## src/rtl/psb_pkg.sv

```systemverilog
package psb_pkg;
  localparam int BURST_W = 2;

  function automatic logic [BURST_W-1:0] burst_offset(
    input logic [BURST_W-1:0] start,
    input logic [BURST_W-1:0] beat,
    input logic               lin
  );
    return lin ? (start + beat) : (start ^ beat);
  endfunction
endpackage

```

## src/rtl/psb_addr_gen.sv

```systemverilog
module psb_addr_gen
  import psb_pkg::*;
#(
  parameter int AW = 6
) (
  input  logic          clk,
  input  logic          rst,
  input  logic          clear_i,
  input  logic          load_i,
  input  logic          load_sel_i,
  input  logic [AW-1:0] addr_i,
  input  logic          step_i,
  input  logic          lin_i,
  output logic [AW-1:0] acc_addr_o,
  output logic          active_o
);
  logic [AW-1:0]      base_q;
  logic [BURST_W-1:0] cnt_q;
  logic [BURST_W-1:0] cnt_nxt;
  logic               act_q;

  assign cnt_nxt  = cnt_q + BURST_W'(step_i);
  assign active_o = act_q;

  always_comb begin
    if (load_i) acc_addr_o = addr_i;
    else        acc_addr_o = {base_q[AW-1:BURST_W],
                              burst_offset(base_q[BURST_W-1:0], cnt_nxt, lin_i)};
  end

  always_ff @(posedge clk) begin
    if (rst) begin
      act_q  <= 1'b0;
      cnt_q  <= '0;
      base_q <= '0;
    end else if (clear_i) begin
      act_q <= 1'b0;
    end else if (load_i) begin
      base_q <= addr_i;
      cnt_q  <= '0;
      act_q  <= load_sel_i;
    end else if (act_q) begin
      cnt_q <= cnt_nxt;
    end
  end

  // the burst start address stays fixed while a burst runs
  a_r8_base_held: assert property (@(posedge clk) disable iff (rst)
    (act_q && !load_i) |=> (base_q == $past(base_q)));
endmodule

```

## src/rtl/psb_mem_core.sv

```systemverilog
module psb_mem_core #(
  parameter int AW    = 6,
  parameter int LANES = 4,
  parameter int LW    = 8
) (
  input  logic                clk,
  input  logic                rst,
  input  logic                we_i,
  input  logic                re_i,
  input  logic [AW-1:0]       addr_i,
  input  logic [LANES-1:0]    wmask_i,
  input  logic [LANES*LW-1:0] wdata_i,
  output logic [LANES*LW-1:0] rdata_o,
  output logic                rvalid_o
);
  localparam int DEPTH = 1 << AW;

  for (genvar g = 0; g < LANES; g++) begin : g_lane
    logic [LW-1:0] ram [DEPTH];
    logic [LW-1:0] rd_q;

    always_ff @(posedge clk) begin
      if (we_i && wmask_i[g]) ram[addr_i] <= wdata_i[g*LW +: LW];
    end

    always_ff @(posedge clk) begin
      if (re_i) rd_q <= ram[addr_i];
    end

    assign rdata_o[g*LW +: LW] = rd_q;
  end

  always_ff @(posedge clk) begin
    if (rst) rvalid_o <= 1'b0;
    else     rvalid_o <= re_i;
  end

  // a single access slot per cycle, never read and write together
  a_r1_single_port: assert property (@(posedge clk) disable iff (rst)
    !(we_i && re_i));
endmodule

```

## src/rtl/psb_sram.sv

```systemverilog
module psb_sram
  import psb_pkg::*;
#(
  parameter int AW    = 6,
  parameter int LANES = 4,
  parameter int LW    = 8
) (
  input  logic                clk,
  input  logic                rst,
  input  logic                sel_a_n,
  input  logic                sel_b,
  input  logic                sel_c_n,
  input  logic                cpu_ld_n,
  input  logic                ctl_ld_n,
  input  logic                step_n,
  input  logic                wr_all_n,
  input  logic                wr_byte_n,
  input  logic [LANES-1:0]    lane_sel_n,
  input  logic                out_en_n,
  input  logic                sleep,
  input  logic                burst_lin,
  input  logic [AW-1:0]       addr,
  input  logic [LANES*LW-1:0] wdata,
  output logic [LANES*LW-1:0] rdata,
  output logic                rdata_oe
);
  localparam int DW = LANES * LW;

  logic             ld, sel_ok, wr_req, go, step, active, rd_valid;
  logic [LANES-1:0] mask;
  logic [AW-1:0]    acc_addr;

  logic             acc_v_q, acc_wr_q;
  logic [AW-1:0]    acc_addr_q;
  logic [DW-1:0]    acc_data_q;
  logic [LANES-1:0] acc_mask_q;

  assign ld     = ~sleep & ((~cpu_ld_n & ~sel_a_n) | ~ctl_ld_n);
  assign sel_ok = ~sel_a_n & sel_b & ~sel_c_n;
  assign wr_req = ~wr_all_n | ~wr_byte_n;
  assign go     = ~sleep & (ld ? sel_ok : active);
  assign step   = ~ld & ~step_n;

  always_comb begin
    if (!wr_all_n)       mask = '1;
    else if (!wr_byte_n) mask = ~lane_sel_n;
    else                 mask = '0;
  end

  psb_addr_gen #(.AW(AW)) u_agen (
    .clk        (clk),
    .rst        (rst),
    .clear_i    (sleep),
    .load_i     (ld),
    .load_sel_i (sel_ok),
    .addr_i     (addr),
    .step_i     (step),
    .lin_i      (burst_lin),
    .acc_addr_o (acc_addr),
    .active_o   (active)
  );

  always_ff @(posedge clk) begin
    if (rst) acc_v_q <= 1'b0;
    else     acc_v_q <= go;
  end

  always_ff @(posedge clk) begin
    acc_wr_q   <= wr_req;
    acc_addr_q <= acc_addr;
    acc_data_q <= wdata;
    acc_mask_q <= mask;
  end

  psb_mem_core #(.AW(AW), .LANES(LANES), .LW(LW)) u_mem (
    .clk      (clk),
    .rst      (rst),
    .we_i     (acc_v_q & acc_wr_q & ~sleep),
    .re_i     (acc_v_q & ~acc_wr_q & ~sleep),
    .addr_i   (acc_addr_q),
    .wmask_i  (acc_mask_q),
    .wdata_i  (acc_data_q),
    .rdata_o  (rdata),
    .rvalid_o (rd_valid)
  );

  assign rdata_oe = rd_valid & ~out_en_n & ~sleep;

  // an accepted read owns the output slot one edge later
  a_r2_read_slot: assert property (@(posedge clk) disable iff (rst)
    (acc_v_q && !acc_wr_q && !sleep) |=> rd_valid);

  // a deselecting load leaves the output slot two edges later empty
  a_r3_desel_gap: assert property (@(posedge clk) disable iff (rst)
    (ld && !sel_ok) |=> ##1 !rd_valid);

  // the bus is undriven in the first cycle after sleep ends
  a_r7_wake_quiet: assert property (@(posedge clk) disable iff (rst)
    $fell(sleep) |-> !rdata_oe);
endmodule

```

## config.mk

```make
export PLATFORM = sky130hd
export DESIGN_NAME = psb_sram
export DESIGN_NICKNAME = d
export VERILOG_FILES = /design/src/rtl/psb_pkg.sv /design/src/rtl/psb_addr_gen.sv /design/src/rtl/psb_mem_core.sv /design/src/rtl/psb_sram.sv
export SDC_FILE = /design/constraint.sdc
export NUM_CORES = 2
export LEC_CHECK = 0
export BUFFER_PORTS_ARGS = -buffer_cell sky130_fd_sc_hd__buf_2
export CAP_MARGIN = 20
export CORE_UTILIZATION = 55
export CTS_CLUSTER_DIAMETER = 150
export DETAILED_ROUTE_END_ITERATION = 6
export GPL_TIMING_DRIVEN = 1
export PLACE_DENSITY_LB_ADDON = 0.12
export SYNTH_ARGS = -nofsm -noshare
export SYNTH_HDL_FRONTEND = slang
export SYNTH_HIERARCHICAL = 1
export SYNTH_SLANG_ARGS = --single-unit
```

## constraint.sdc

```tcl
create_clock -name clk -period 3.8 [get_ports clk]
set_clock_uncertainty 0.05 [all_clocks]
set_input_delay 1.14 -clock clk [delete_from_list [all_inputs] [get_ports clk]]
set_output_delay 1.14 -clock clk [all_outputs]
set_load 0.005 [all_outputs]
```

* Yosys cells after proc, flatten, opt, wreduce, memory -nomap -nowiden *
Memory sizes are Yosys's and may differ from the RTL's. A register that Yosys moved wholly into a read port is not among the register bits.
Index checks and enable logic that the tools add are counted.

storage, ports and cells
  flip-flop bits (word level) = 54
  bits in writable memories = 2048
  input port bits = 55
  output and inout port bits = 33
  word-level logic and storage cells = 64
  memories = 4

operators by class
  $add $sub $neg = 2
  muxes and demuxes = 14
  bitwise gates (word level) = 27
  reduce and logical (&&, ||, !) cells = 8

memories
  name                 depth  width  rd ports  clocked after memory_dff  write ports  RTL line            RTL
  u_mem.g_lane[0].ram  64     8      1         1                         1            psb_mem_core.sv:19  logic [LW-1:0] ram [DEPTH];
  u_mem.g_lane[1].ram  64     8      1         1                         1            psb_mem_core.sv:19
  u_mem.g_lane[2].ram  64     8      1         1                         1            psb_mem_core.sv:19
  u_mem.g_lane[3].ram  64     8      1         1                         1            psb_mem_core.sv:19

operator list
  kind                  number
  bitwise AND 1 bit     12
  NOT 1 bit             11
  two-way mux 1 bit     9
  two-way mux 2 bit     3
  two-way mux 6 bit     1
  logical AND 1 bit     4
  two-way mux 4 bit     1
  NOT 4 bit             1
  AND reduction 2 bit   2
  adder 2 x 1 -> 2 bit  1
  adder 2 bit           1
  bitwise OR 1 bit      2
  nonzero test 2 bit    1
  OR reduction 2 bit    1
  bitwise XOR 2 bit     1

* Logic depth before layout (Yosys ltp) *
  depth after elaboration = 10
  mapped depth = 11

* Hierarchy *
Netlist, hierarchy kept.

by module, submodules not included
  module        times used  cells an instance  area an instance (µm²)  seq. area each (µm²)
  psb_mem_core  1           4470               79312.3                 62479.9
  psb_sram      1           58                 975.9                   880.8
  psb_addr_gen  1           47                 473.0                   180.2

* Least setup slack after synthesis *
No wires, ideal clock.

  path type = input to register
  from = input sleep
  to = register u_mem.g_lane[0].rd_q[0], read port of u_mem.g_lane[0].ram, enable pin
  library setup time = 470 ps
  arrival time = 3576 ps
  required time = 3280 ps
  setup slack = -295 ps
  stages = 1
  cells stage by stage = nor3b_1

between the ends
  word-level cells in the longest chain between the ends = 2

RTL lines
  item                 RTL line            RTL
  start, declared      psb_sram.sv:20      input logic sleep,
  NOT 1 bit (no line)  --
  bitwise AND 1 bit    psb_sram.sv:79      .re_i (acc_v_q & ~acc_wr_q & ~sleep),
  end, declared        psb_mem_core.sv:20  logic [LW-1:0] rd_q;

No other way between the ends.
A chain may end at the register's enable or synchronous reset.

* Final worst setup path *
  from = register acc_addr_q[1]
  to = memory u_mem.g_lane[1].ram[10][3], enable pin

RTL lines
  item                    RTL line            RTL
  start, declared         psb_sram.sv:34      logic [AW-1:0] acc_addr_q;
  start signal, assigned  psb_sram.sv:70      acc_addr_q <= acc_addr;
  end, declared           psb_mem_core.sv:19

No word-level cell before the write port.

==> results.py <==
metrics = {
    "sta": {
        "final_max_slew_viol_count": 0,
        "fin_hold_ws_ns": 0.352,
        "setup_viol": 0,
        "relSlewSlack_pct": 22.4,
        "worst_pin_slew_ns": 1.15,
        "fin_ws_ns": 0.0434,
        "fin_crit_ns": 3.76,
        "max_freq_mhz": 266,
        "final.setup.tns_ns": 0,
        "finalCritPeriodShare_pct": 98.9,
        "hold_violations": 0,
        "rsz0062_at_grt": "no",
    },
    "clock_tree": {
        "cts_setup_buffers": 0,
        "cts_sinks": 2134,
        "clockRootBuffer": "clkbuf_16",
        "cts_made_buffers": 209,
        "clockBufferDepth": 3,
        "cts_tree": "done",
        "h-tree-depth": 4,
        "clock_latency_ns": 0.85,
        "path_clk_slew_ns": 0.06,
        "cts_resized": 0,
        "hold_buffers": 0,
    },
    "setup_path": {
        "slowest_delay_ns": 0.86,
        "cp.arrival_ns": 4.25,
        "endpoint_kind": "flop",
        "startpoint_type": "flop",
        "path_cells": "buf_4 -> nand2b_1 -> nor2_4 -> buf_12 -> nand2_1 -> nor2_1 -> buf_4",
        "path_class": "flop to flop",
        "worstPathMaxFanout": 33,
        "cp_common_cell": "buf_4",
        "cpMaxStageDelayCell": "dfxtp_4",
        "worst_ep_required_time_ns": 4.29,
    },
    "placement": {
        "gp_congestion": 0.884,
        "dp_slack_ns": 0.160,
        "place_area_mm2": 0.0867,
        "dp.cells": 6758,
        "io_buffers": 87,
        "dp_hpwl_um": 154000,
    },
    "die": {
        "core_area_mm2": 0.146,
        "io-pin-count": 88,
        "die_area_mm2": 0.148,
        "rows": 140,
        "start_util_pct": 55.4,
        "die_h_um": 385,
        "fp.dieW_um": 385,
    },
    "power_and_ir_drop": {
        "clkPwrFrac_pct": 41.1,
        "p_comb_share_pct": 7.3,
        "pwr-share-seq_pct": 51.6,
        "power.internal_mw": 39.3,
        "powerDensity_mw_per_mm2": 542,
        "p_leak_nw": 30.1,
        "ir_worst_vdd_v": 0.000412,
        "net-switching-power_mw": 11.5,
        "p_sw_share_pct": 22.6,
    },
    "synthesis": {
        "synth_edf_count": 2080,
        "synthArstFlopShare_pct": 0,
        "syn_area_mm2": 0.0808,
        "syn-instance-count": 4575,
        "ys.flop_type": "edfxtp_1",
        "syn-num-nets": 4632,
        "synth.avg_cell_area_um2": 17.7,
        "ys_ff_latch": 2134,
        "ys_seq_area_share_pct": 78.7,
        "synthDistinctLibCells": 62,
        "ys_warn_count": 6,
    },
    "route": {
        "drt-total-wl_um": 238000,
        "ant_nets": 0,
        "drcViolationCount": 0,
        "via_per_inst": 6.69,
        "dr.pass1.iters": 7,
        "drt_iter0_markers": 6982,
        "via_count": 47900,
        "routedWlPerCell_um": 33.3,
    },
    "grt": {
        "grt-ovfl-total": 0,
        "grt_pass1_wl_um": 337000,
        "grt_pass1_vias": 46000,
        "grt_usage_pct": 32.3,
        "antenna_found_initial": 21,
        "grt_max_degree": 66,
    },
    "layout": {
        "stdcell_count": 7156,
        "final_cell_area_mm2": 0.0937,
        "nFillCells": 10100,
        "layout_commonest_cell": "edfxtp_1",
        "mostFrequentLayoutCells": "edfxtp_1, buf_4, a22oi_1",
        "final_nets": 5111,
        "drive_above_1_share_pct": 21.4,
        "area_growth_pct": 16.0,
    },
    "status": {
        "status": "finished, final reports clean",
    },
    "min_path": {
        "hold_path_class": "primary input to flop",
    },
    "run": {
        "cap_viol_max_count": 0,
    },
}
## worst max-delay path: cells and delay by family (launching register included)
| family | cells | cell delay [ns] |
|---|---|---|
| buffers and inverters | 3 | 0.92 |
| and+or+nand+nor | 4 | 1.50 |
| DFF | 1 | 0.86 |
## cell usage after synthesis (46+ instances only)
cell      number  area share (%)
edfxtp_1    2080              77
a22oi_1      395             3.7
nor2_1       360             1.7
a221oi_1     206             2.2
mux2i_1      198             2.5
clkbuf_1     158            0.73
o22ai_1      121            0.94
buf_2        113            0.70
a21oi_1       81            0.50
o21ai_0       76            0.47
mux4_2        66             1.8
nand2_1       64            0.30
mux2_2        57            0.79
dfxtp_1       54             1.3
buf_1         51            0.24
a22o_1        48            0.52
a221o_1       46            0.57
## area by class of cell
cell class | count | area (um2) | share of cell area (%)
tap | 1917 | 2400 | 2.56
clock buffer | 293 | 5820 | 6.22
sequential | 2134 | 63600 | 67.9
antenna | 5 | 12.5 | 0.0134
clock inverter | 98 | 1100 | 1.18
timing repair buffer | 614 | 4870 | 5.20
inverter | 2 | 12.5 | 0.0134
multi-input combinational | 2093 | 15800 | 16.9
## routing by layer
metal  part of all wire, %  GRT usage (%)  wire [um]  vias up
met1                    39           46.8      93800    24600
met4                   3.8           12.1       9140        8
met2                    46           49.2     110000     2989
met3                    11           5.99      25000      408
met5                 0.018              0         43        -
li1                      -              -          -    19900
## stage by stage
step,total power [mW],util [%]
2_1_floorplan,28.5,-
4_1_cts,50.8,64.2
3_5_place_dp,30.3,59.5
6_report,50.7,64.3
5_1_grt,51.9,64.3
3_3_place_gp,30.3,59.4
## logic make-up after synthesis
logic type / share of synthesized area, %
AND/OR/NAND/NOR: 3.24
buffers and inverters: 1.92
flip-flops: 78.7
multiplexers: 5.09
adder cells (fa/ha/maj): 0.0310
AO/OA/AOI/OAI: 11.0
XOR/XNOR: 0.0387
## flip-flops by register name (all words and copies together), names as in the netlist, 2 cells and up
name,count
acc_mask_q,4
u_agen/base_q,6
acc_addr_q,6
u_mem/g_lane.rd_q,32
u_agen/cnt_q,2
u_mem/g_lane.ram,2048
acc_data_q,32
## power groups by stage
stage	clock network [mW]	logic (mW)	registers (mW)
final	20.8	3.70	26.2
after global routing	21.9	3.83	26.2
after floorplan	0	2.00	26.5
after detailed placement	0	3.60	26.7
after CTS	21.0	3.61	26.2
after global placement	0	3.57	26.7
## path summary, 6_finish.rpt
| path | endpoint | slack, ns | start | cells after the start |
|---|---|---|---|---|
| max | u_mem/g_lane[1].ram[10][3]$_DFFE_PP_ | 0.04 | acc_addr_q[1]$_DFF_P_ | 7 |
| min | acc_data_q[22]$_DFF_P_ | 0.35 | wdata[22] | 1 |
| max reg2reg | u_mem/g_lane[1].ram[10][3]$_DFFE_PP_ | 0.04 | acc_addr_q[1]$_DFF_P_ | 7 |
| min reg2reg | u_agen/base_q[4]$_SDFFE_PP0P_ | 0.44 | u_agen/base_q[4]$_SDFFE_PP0P_ | 2 |
Power figures use the tool's default switching activity.
